$ cat src/rtl/rst_seq_pkg.sv
package rst_seq_pkg;

    localparam int CAUSE_W    = 4;
    localparam int CAUSE_POR  = 0;
    localparam int CAUSE_EXT  = 1;
    localparam int CAUSE_WDOG = 2;
    localparam int CAUSE_CMON = 3;

    typedef enum logic [2:0] {
        ST_PORWAIT = 3'd0,
        ST_DRIVE   = 3'd1,
        ST_GAP     = 3'd2,
        ST_SAMPLE  = 3'd3,
        ST_HOLD    = 3'd4,
        ST_RUN     = 3'd5
    } seq_state_e;

endpackage

$ cat src/rtl/rst_pad_sync.sv
module rst_pad_sync #(
    parameter int STAGES = 2
) (
    input  logic clk,
    input  logic arst,
    input  logic raw_i,
    output logic sync_o
);
    logic [STAGES-1:0] chain_q;

    generate
        if (STAGES == 1) begin : g_single
            always_ff @(posedge clk or posedge arst) begin
                if (arst) chain_q <= '0;
                else      chain_q <= raw_i;
            end
        end else begin : g_multi
            always_ff @(posedge clk or posedge arst) begin
                if (arst) chain_q <= '0;
                else      chain_q <= {chain_q[STAGES-2:0], raw_i};
            end
        end
    endgenerate

    assign sync_o = chain_q[STAGES-1];
endmodule

$ cat src/rtl/rst_cause_enc.sv
module rst_cause_enc
    import rst_seq_pkg::*;
(
    input  logic               pad_high_i,
    input  logic               src_wdog_i,
    input  logic               src_cmon_i,
    output logic [CAUSE_W-1:0] cause_o
);
    always_comb begin
        cause_o = '0;
        if (!pad_high_i)     cause_o[CAUSE_EXT]  = 1'b1;
        else if (src_wdog_i) cause_o[CAUSE_WDOG] = 1'b1;
        else if (src_cmon_i) cause_o[CAUSE_CMON] = 1'b1;
        else                 cause_o[CAUSE_EXT]  = 1'b1;
    end
endmodule

$ cat src/rtl/rst_seq.sv
module rst_seq
    import rst_seq_pkg::*;
#(
    parameter int POR_CYCLES   = 4064,
    parameter int DRIVE_CYCLES = 4,
    parameter int SAMPLE_GAP   = 2,
    parameter int SYNC_STAGES  = 2
) (
    input  logic               clk,
    input  logic               por_i,
    input  logic               wdog_req_i,
    input  logic               cmon_req_i,
    input  logic               pad_in_i,
    output logic               pad_drive_low_o,
    output logic               core_rst_o,
    output logic [CAUSE_W-1:0] cause_o
);
    localparam int MAX_SPAN = (POR_CYCLES > DRIVE_CYCLES) ?
                              ((POR_CYCLES > SAMPLE_GAP) ? POR_CYCLES : SAMPLE_GAP) :
                              ((DRIVE_CYCLES > SAMPLE_GAP) ? DRIVE_CYCLES : SAMPLE_GAP);
    localparam int CNT_W = $clog2(MAX_SPAN + 1);
    localparam logic [CNT_W-1:0] POR_LAST   = CNT_W'(POR_CYCLES - 1);
    localparam logic [CNT_W-1:0] DRIVE_LAST = CNT_W'(DRIVE_CYCLES - 1);
    localparam logic [CNT_W-1:0] GAP_LAST   = CNT_W'(SAMPLE_GAP - 1);

    typedef struct packed {
        seq_state_e         st;
        logic [CNT_W-1:0]   cnt;
        logic               src_wdog;
        logic               src_cmon;
        logic [CAUSE_W-1:0] cause;
    } seq_reg_t;

    localparam seq_reg_t RESET_VAL = '{
        st:       ST_PORWAIT,
        cnt:      '0,
        src_wdog: 1'b0,
        src_cmon: 1'b0,
        cause:    CAUSE_W'(1) << CAUSE_POR
    };

    seq_reg_t           seq_d, seq_q;
    logic               pad_s;
    logic               any_req;
    logic [CAUSE_W-1:0] cause_new;

    rst_pad_sync #(.STAGES(SYNC_STAGES)) u_sync (
        .clk    (clk),
        .arst   (por_i),
        .raw_i  (pad_in_i),
        .sync_o (pad_s)
    );

    rst_cause_enc u_enc (
        .pad_high_i (pad_s),
        .src_wdog_i (seq_q.src_wdog),
        .src_cmon_i (seq_q.src_cmon),
        .cause_o    (cause_new)
    );

    assign any_req = wdog_req_i | cmon_req_i;

    always_comb begin
        seq_d = seq_q;
        unique case (seq_q.st)
            ST_PORWAIT: begin
                if (seq_q.cnt == POR_LAST) begin
                    seq_d.cnt = '0;
                    seq_d.st  = pad_s ? ST_RUN : ST_HOLD;
                end else begin
                    seq_d.cnt = seq_q.cnt + 1'b1;
                end
            end
            ST_DRIVE, ST_GAP, ST_SAMPLE: begin
                if (any_req) begin
                    seq_d.st       = ST_DRIVE;
                    seq_d.cnt      = '0;
                    seq_d.src_wdog = wdog_req_i;
                    seq_d.src_cmon = cmon_req_i & ~wdog_req_i;
                end else if (seq_q.st == ST_DRIVE) begin
                    if (seq_q.cnt == DRIVE_LAST) begin
                        seq_d.st  = ST_GAP;
                        seq_d.cnt = '0;
                    end else begin
                        seq_d.cnt = seq_q.cnt + 1'b1;
                    end
                end else if (seq_q.st == ST_GAP) begin
                    if (seq_q.cnt == GAP_LAST) begin
                        seq_d.st  = ST_SAMPLE;
                        seq_d.cnt = '0;
                    end else begin
                        seq_d.cnt = seq_q.cnt + 1'b1;
                    end
                end else begin
                    seq_d.cause = cause_new;
                    seq_d.st    = pad_s ? ST_RUN : ST_HOLD;
                end
            end
            ST_HOLD: begin
                if (pad_s) seq_d.st = ST_RUN;
            end
            ST_RUN: begin
                if (any_req || !pad_s) begin
                    seq_d.st       = ST_DRIVE;
                    seq_d.cnt      = '0;
                    seq_d.src_wdog = wdog_req_i;
                    seq_d.src_cmon = cmon_req_i & ~wdog_req_i;
                end
            end
            default: seq_d = RESET_VAL;
        endcase
    end

    always_ff @(posedge clk or posedge por_i) begin
        if (por_i) seq_q <= RESET_VAL;
        else       seq_q <= seq_d;
    end

    assign pad_drive_low_o = (seq_q.st == ST_DRIVE);
    assign core_rst_o      = (seq_q.st != ST_RUN);
    assign cause_o         = seq_q.cause;

endmodule

$ cat config.mk
export PLATFORM = sky130hd
export DESIGN_NAME = rst_seq
export DESIGN_NICKNAME = d
export VERILOG_FILES = /design/src/rtl/rst_seq_pkg.sv /design/src/rtl/rst_pad_sync.sv /design/src/rtl/rst_cause_enc.sv /design/src/rtl/rst_seq.sv
export SDC_FILE = /design/constraint.sdc
export NUM_CORES = 1
export LEC_CHECK = 0
export ABC_AREA = 1
export CORE_MARGIN = 2
export CORE_UTILIZATION = 45
export CTS_CLUSTER_SIZE = 16
export DETAILED_ROUTE_END_ITERATION = 10
export GPL_TIMING_DRIVEN = 0
export PLACE_DENSITY = 0.61
export SYNTH_ARGS = -nofsm -noshare
export SYNTH_HDL_FRONTEND = slang
export SYNTH_HIERARCHICAL = 1
export SYNTH_SLANG_ARGS = --single-unit
$ cat constraint.sdc
create_clock -name clk -period 1.9 [get_ports clk]
set_input_delay 0.38 -clock clk [delete_from_list [all_inputs] [get_ports clk]]
set_output_delay 0.38 -clock clk [all_outputs]
set_load 0.02 [all_outputs]
Yosys cells after proc, flatten, opt, wreduce, memory -nomap -nowiden
Cells that the tools add are included.
{"block": "totals", "register_bits": 23, "inputBits": 5, "out_inout_bits": 6, "elab_cells": 70}
{"block": "op_classes", "add_sub_neg": 1, "eq_ne": 19, "mux": 28, "bitwise": 6, "n_reduce_logical": 10}
{"op": "$mux W12", "count": 4}
{"op": "$pmux W12 S4", "count": 1}
{"op": "$mux W15", "count": 2}
{"op": "$mux W17", "count": 1}
{"op": "$mux W3", "count": 5}
{"op": "$add A12 B1 Y12 const B", "count": 1}
{"op": "$eq A12 B1 Y1 const B", "count": 1}
{"op": "$eq A12 B12 Y1 const B", "count": 1}
{"op": "$eq A12 B2 Y1 const B", "count": 1}
{"op": "$mux W4", "count": 3}
{"op": "$ne A2 B2 Y1 const B", "count": 6}
{"op": "$pmux W3 S4", "count": 1}
{"op": "$ne A4 B4 Y1 const B", "count": 2}
{"op": "$pmux W4 S2", "count": 1}
{"op": "$mux W1", "count": 7}
{"op": "$eq A3 B2 Y1 const B", "count": 2}
{"op": "$eq A3 B3 Y1 const B", "count": 2}
{"op": "$pmux W2 S3", "count": 1}
{"op": "$reduce_and A3 Y1", "count": 2}
{"op": "$reduce_or A3 Y1", "count": 2}
{"op": "$ne A5 B5 Y1 const B", "count": 1}
{"op": "$reduce_and A5 Y1", "count": 1}
{"op": "$mux W2", "count": 2}
{"op": "$not A1 Y1", "count": 4}
{"op": "10 further kinds", "count": 10}

Depth between registers and ports, before layout
{"block": "depth", "word_depth": 7, "ltp_mapped": 11, "depth_no_buf": 11}

Hierarchy
The synthesis kept the hierarchy.
{"mod": "rst_seq", "n_inst": 1, "cells_each": 224, "area_per_inst_um2": 1547.7, "seq_area_each_um2": 526.8}
{"mod": "rst_pad_sync", "n_inst": 1, "cells_each": 3, "area_per_inst_um2": 53.8, "seq_area_each_um2": 50.0}
{"mod": "rst_cause_enc", "n_inst": 1, "cells_each": 7, "area_per_inst_um2": 31.3, "seq_area_each_um2": 0.0}

Worst setup path after synthesis
Ideal clock, no wire load.
{"block": "synth_timing", "kind": "register -> register", "start": "register seq_q[6] in the netlist's numbering", "end": "register seq_q[19] in the netlist's numbering", "setup_ns": 0.121, "t_arrival_ns": 1.360, "required_ns": 1.779, "path_slack_ns": 0.420, "stages_incl_launch_ff": 10, "path_buffers": 1, "period_less_slack_ns": 1.480, "cell_sequence": "dfrtp_1 > ha_1 > buf_4 > nand3_1 > inv_1 > nand3_2 > a21oi_2 > nand2_2 > nand2_1 > o21ai_1"}
{"block": "synth_between", "elab_chain_len": 3, "word_cells_on_any_way": 7, "cone_classes": "6 x eq/ne; 1 x reduce/logical"}
{"element": "start: declaration", "line_no": "rst_seq.sv:42", "text": "seq_reg_t seq_d, seq_q;"}
{"element": "start signal: assignment", "line_no": "rst_seq.sv:116", "text": "else seq_q <= seq_d;"}
{"element": "$eq A12 B1 Y1 (tied with other cells)", "line_no": "rst_seq.sv:88", "text": "if (seq_q.cnt == GAP_LAST) begin"}
{"element": "$ne A5 B5 Y1 (no source line) (tied with other cells)"}
{"element": "$reduce_and A5 Y1 (no source line) *"}
Every way passes the cells marked *; elsewhere a longest branch is shown, timed or not.
A chain may end at the register's enable or synchronous reset.

Worst setup path after layout
{"block": "layout_timing", "start": "register seq_q[20] in the netlist's numbering", "end": "output pad_drive_low_o"}
{"block": "layout_between", "elab_chain_len": 1}
{"element": "$eq A3 B1 Y1", "line_no": "rst_seq.sv:119", "text": "assign pad_drive_low_o = (seq_q.st == ST_DRIVE);"}
{"element": "end: declaration", "line_no": "rst_seq.sv:14", "text": "output logic pad_drive_low_o,"}
Every way passes these cells.

==> results.md <==
| Metric | This run | Unit |
|:---|:---|:---|
| Post-Place Cells | 290 | - |
| Final critical-path setup slack | 0.101 | ns |
| Internal cell power | 0.00110 | W |
| Maximum level of the CTS H-tree | 1 | - |
| Effective utilization at floorplan | 47.8 | % |
| Kind of path behind the tightest hold check | input port to asynchronous set/reset pin | - |
| Share of total power in sequential cells | 34.9 | % |
| Area share of the leading cell type in the synthesized netlist | 33.7 | % |
| Count of buffers inserted at the top-level ports | 10 | - |
| Detail Placement HPWL | 2520 | µm |
| Vias in the first global route | 1391 | - |
| Synth unique cells | 30 | - |
| Floorplan die width | 64.2 | µm |
| Final critical-path share of the clock period | 94.7 | % |
| Most area-hungry cell type in the Yosys netlist | sky130_fd_sc_hd__dfrtp_1 | - |
| Number of top-level design ports | 11 | - |
| Util after Layout | 53.2 | % |
| Combinational Power Share | 53.6 | % |
| Clock group share of total power | 11.5 | % |
| Largest vdd supply drop | 0.000649 | V |
| Number of DRC markers after the initial detailed-route iteration | 72 | - |
| Final setup violation count | 0 | - |
| Reg-to-reg critical path startpoint | seq_q[6] | - |
| Crit Reg-Reg Endpoint | seq_q[19] | - |
| Flip-flop cell with the highest count after synthesis | sky130_fd_sc_hd__dfrtp_1 | - |
| Area contributors post-synth | sky130_fd_sc_hd__dfrtp_1, sky130_fd_sc_hd__nand2_1, sky130_fd_sc_hd__inv_1 | - |
| Final Max Slew Viols | 0 | - |
| Global placement routability congestion | 0.869 | - |
| Share of post-route cells with drive strength above 1 | 13.7 | % |
| Post-synthesis instance total | 234 | - |
| Final routed DRC violation total | 0 | - |
| Vertical die dimension | 64.2 | µm |
| Worst slew margin | 45.1 | % |
| Drt total wl | 3430 | µm |
| Average cell area after synthesis | 6.98 | µm² |
| Placement Setup Slack | -0.102 | ns |
| Clock period minus final worst setup slack | 1.80 | ns |
| Setup slack of the worst register-to-register path | 0.18 | ns |
| Arrival time reported for the critical path endpoint | 1.42 | ns |
| Sw Pwr | 0.000949 | W |
| Count of hold buffers inserted by post-cts repair | 0 | - |
| Total count of hold-check failures in the final report | 0 | - |
| Critical path capture point type | primary output | - |
| Maximum root-to-sink buffer count | 2 | - |
| Number of antenna violations at the first check in global routing | 0 | - |
| Library cell used as clock root buffer | sky130_fd_sc_hd__clkbuf_4 | - |
| Share of synthesized area occupied by flip-flops and latches | 35.3 | % |
| Total clock buffers created by CTS | 3 | - |
| Outcome | finished, final reports clean | - |
| Pin count of the biggest net entering global routing | 22 | - |
| TritonCTS Sinks | 23 | - |
| Transition time of the tightest slew-check pin | 0.823 | ns |
| Cell Pwr Density | 1120 | nW/µm² |
| Data required time at the worst endpoint | 1.52 | ns |
| Maximum fanout along the worst path | 8 | - |
| Insertion delay to the later sink of the worst-skew pair | 0.31 | ns |
| Placeable core region | 3420 | µm² |
| Row count | 21 | - |
| Fmax | 556 | MHz |
| Synth Warn # | 6 | - |
| Number of maximum-capacitance violations | 0 | - |
| Net count of the mapped netlist | 241 | - |
| Static Leak | 0.892 | nW |
| Total Die Area | 4130 | µm² |
| GR Util All Layers | 19.6 | % |
| Switching power as a share of total power | 46.4 | % |
| Setup fix buffers added after clock tree synthesis | 0 | - |
| Number of antenna cells inserted | 0 | - |
| GRT overflow | 0 | - |
| Detailed-router iteration count before antenna repair | 4 | - |
| Launching element type of the critical path | flip-flop | - |
| NumNets Final | 256 | - |
| CTS tree | built | - |
| FF+latch count, synth | 23 | - |
| Depth of the most critical reg-to-reg path | 9 | - |
| Count of nets left with antenna violations after detail routing | 0 | - |
| Synthesized cell area | 1630 | µm² |
| Layout filler cell count | 355 | - |
| First-pass GRT wire length | 6270 | µm |
| Post-synth EDFFs | 0 | - |
| Per-cell via count in the routed design | 4.98 | - |
| Critical Setup Path Class | flip-flop to primary output | - |
| Routed via count | 1463 | - |
| Per-cell routed wire length | 11.7 | µm |
| Share of flip-flops with an asynchronous set or reset after synthesis | 100 | % |
| Area delta synth->final | 11.3 | % |
| Fin cells | 294 | - |
| Clock transition at the registers of the reported paths | 0.13 | ns |
| Setup repair after global routing missed its margin | false | - |
| Worst clock skew | 0.00431 | ns |
==> per-stage QoR <==
stage               cell area, µm²  hold WS (ns)  setup TNS, ns  total power (W)
detailed placement            1790         0.338          -1.25          0.00184
global route                  1820         0.213              0          0.00224
global placement              1790         0.335          -1.36          0.00184
floorplan                     1630         0.121              0          0.00153
CTS                           1820         0.208              0          0.00207
finish                        1820         0.227              0          0.00204
==> worst max-delay path: stages (launching register included) <==
cell	delay, ns
sky130_fd_sc_hd__dfrtp_1	0.39
sky130_fd_sc_hd__buf_6	0.14
sky130_fd_sc_hd__inv_2	0.10
sky130_fd_sc_hd__nand3_1	0.11
sky130_fd_sc_hd__inv_1	0.10
sky130_fd_sc_hd__clkdlybuf4s15_2	0.26
==> what timing repair did <==
item	4_1_cts	5_1_grt
pin swaps	0	0
setup endpoints to repair	3	4
resized for setup	7	1
==> metal layers <==
| metal | vias up | wire, µm | part of all wire [%] | track usage (%) |
|---|---|---|---|---|
| li1 | 772 | - | - | - |
| met1 | 660 | 1700 | 50 | 25.9 |
| met2 | 29 | 1550 | 45 | 31.8 |
| met3 | 2 | 152 | 4.4 | 4.23 |
| met4 | 0 | 29 | 0.84 | 6.65 |
| met5 | - | 0 | 0 | 0 |
==> Yosys cell counts, types with 2 or more instances <==
| master | instances |
|---|---|
| sky130_fd_sc_hd__a21oi_1 | 2 |
| sky130_fd_sc_hd__buf_4 | 6 |
| sky130_fd_sc_hd__buf_6 | 2 |
| sky130_fd_sc_hd__dfrtp_1 | 22 |
| sky130_fd_sc_hd__ha_1 | 2 |
| sky130_fd_sc_hd__inv_1 | 33 |
| sky130_fd_sc_hd__inv_2 | 2 |
| sky130_fd_sc_hd__nand2_1 | 70 |
| sky130_fd_sc_hd__nand2_2 | 5 |
| sky130_fd_sc_hd__nand3_1 | 19 |
| sky130_fd_sc_hd__nand3_2 | 2 |
| sky130_fd_sc_hd__nand4_1 | 12 |
| sky130_fd_sc_hd__nor2_1 | 19 |
| sky130_fd_sc_hd__nor2_2 | 2 |
| sky130_fd_sc_hd__nor2_4 | 4 |
| sky130_fd_sc_hd__nor3_1 | 2 |
| sky130_fd_sc_hd__o21ai_0 | 10 |
| sky130_fd_sc_hd__o21ai_1 | 4 |
| sky130_fd_sc_hd__o21bai_1 | 3 |
| sky130_fd_sc_hd__xor2_1 | 3 |
==> flip-flops by register name, indices dropped and copies added (netlist names) <==
name / cells
seq_q: 17
cause_o: 4
u_sync/chain_q: 2
==> placed cells by master (no fill, tap or decap) <==
master | Yosys | routed
sky130_fd_sc_hd__a211oi_1 | 1 | 1
sky130_fd_sc_hd__a21o_1 | 1 | 1
sky130_fd_sc_hd__a21oi_1 | 2 | 2
sky130_fd_sc_hd__a21oi_2 | 1 | 1
sky130_fd_sc_hd__buf_4 | 6 | 6
sky130_fd_sc_hd__buf_6 | 2 | 2
sky130_fd_sc_hd__clkbuf_1 | 0 | 1
sky130_fd_sc_hd__clkbuf_4 | 0 | 3
sky130_fd_sc_hd__clkdlybuf4s15_2 | 0 | 1
sky130_fd_sc_hd__clkdlybuf4s50_1 | 0 | 7
sky130_fd_sc_hd__conb_1 | 1 | 1
sky130_fd_sc_hd__dfrtp_1 | 22 | 20
sky130_fd_sc_hd__dfrtp_2 | 0 | 2
sky130_fd_sc_hd__dfstp_2 | 1 | 1
sky130_fd_sc_hd__dlygate4sd2_1 | 0 | 2
sky130_fd_sc_hd__ha_1 | 2 | 2
sky130_fd_sc_hd__inv_1 | 33 | 32
sky130_fd_sc_hd__inv_2 | 2 | 3
sky130_fd_sc_hd__nand2_1 | 70 | 70
sky130_fd_sc_hd__nand2_2 | 5 | 5
sky130_fd_sc_hd__nand3_1 | 19 | 19
sky130_fd_sc_hd__nand3_2 | 2 | 2
sky130_fd_sc_hd__nand3b_1 | 1 | 1
sky130_fd_sc_hd__nand4_1 | 12 | 12
sky130_fd_sc_hd__nor2_1 | 19 | 19
sky130_fd_sc_hd__nor2_2 | 2 | 2
sky130_fd_sc_hd__nor2_4 | 4 | 4
sky130_fd_sc_hd__nor2_8 | 1 | 1
sky130_fd_sc_hd__nor3_1 | 2 | 2
sky130_fd_sc_hd__nor3_2 | 1 | 1
sky130_fd_sc_hd__o21ai_0 | 10 | 10
sky130_fd_sc_hd__o21ai_1 | 4 | 4
sky130_fd_sc_hd__o21bai_1 | 3 | 3
sky130_fd_sc_hd__o22ai_1 | 1 | 1
sky130_fd_sc_hd__o32ai_1 | 1 | 1
sky130_fd_sc_hd__xor2_1 | 3 | 3
==> layout make-up <==
cell class / instances / area (µm²) / share of cell area [%]
Buffer: 8 / 67.6 / 3.72
Clock buffer: 4 / 26.3 / 1.45
Inverter: 35 / 131 / 7.23
Multi-Input combinational cell: 168 / 857 / 47.1
Sequential cell: 23 / 579 / 31.9
Tap cell: 46 / 57.6 / 3.17
Timing Repair Buffer: 10 / 98.8 / 5.44
==> worst max path at each step <==
stage / start / end / slack, ns / cells after the start
floorplan: seq_q[6] / seq_q[19] / 0.42 / 9
global placement: wdog_req_i / seq_q[7] / -0.11 / 8
detailed placement: wdog_req_i / seq_q[15] / -0.10 / 8
CTS: seq_q[20] / pad_drive_low_o / 0.07 / 5
global route: seq_q[20] / pad_drive_low_o / 0.007 / 5
finish: seq_q[20] / pad_drive_low_o / 0.10 / 5
==> power by group through the flow <==
stage / Sequential (W) / Combinational (W) / Clock (W)
floorplan: 0.000701 / 0.000828 / 0
global placement: 0.000719 / 0.00112 / 0
detailed placement: 0.000722 / 0.00112 / 0
CTS: 0.000714 / 0.00111 / 0.000252
global route: 0.000738 / 0.00123 / 0.000271
finish: 0.000714 / 0.00110 / 0.000235
==> kinds of logic (layout without fill, tap and decap cells) <==
logic type / after synthesis / after routing / share of synthesized area, %
xor+xnor: 3 / 3 / 1.61
buf+inv: 43 / 57 / 12.2
flops: 23 / 23 / 35.3
fa+ha+maj: 2 / 2 / 1.53
compound gates: 24 / 24 / 8.66
other cells: 1 / 1 / 0.230
simple gates: 138 / 138 / 40.5
Power figures use the tool's default switching activity.
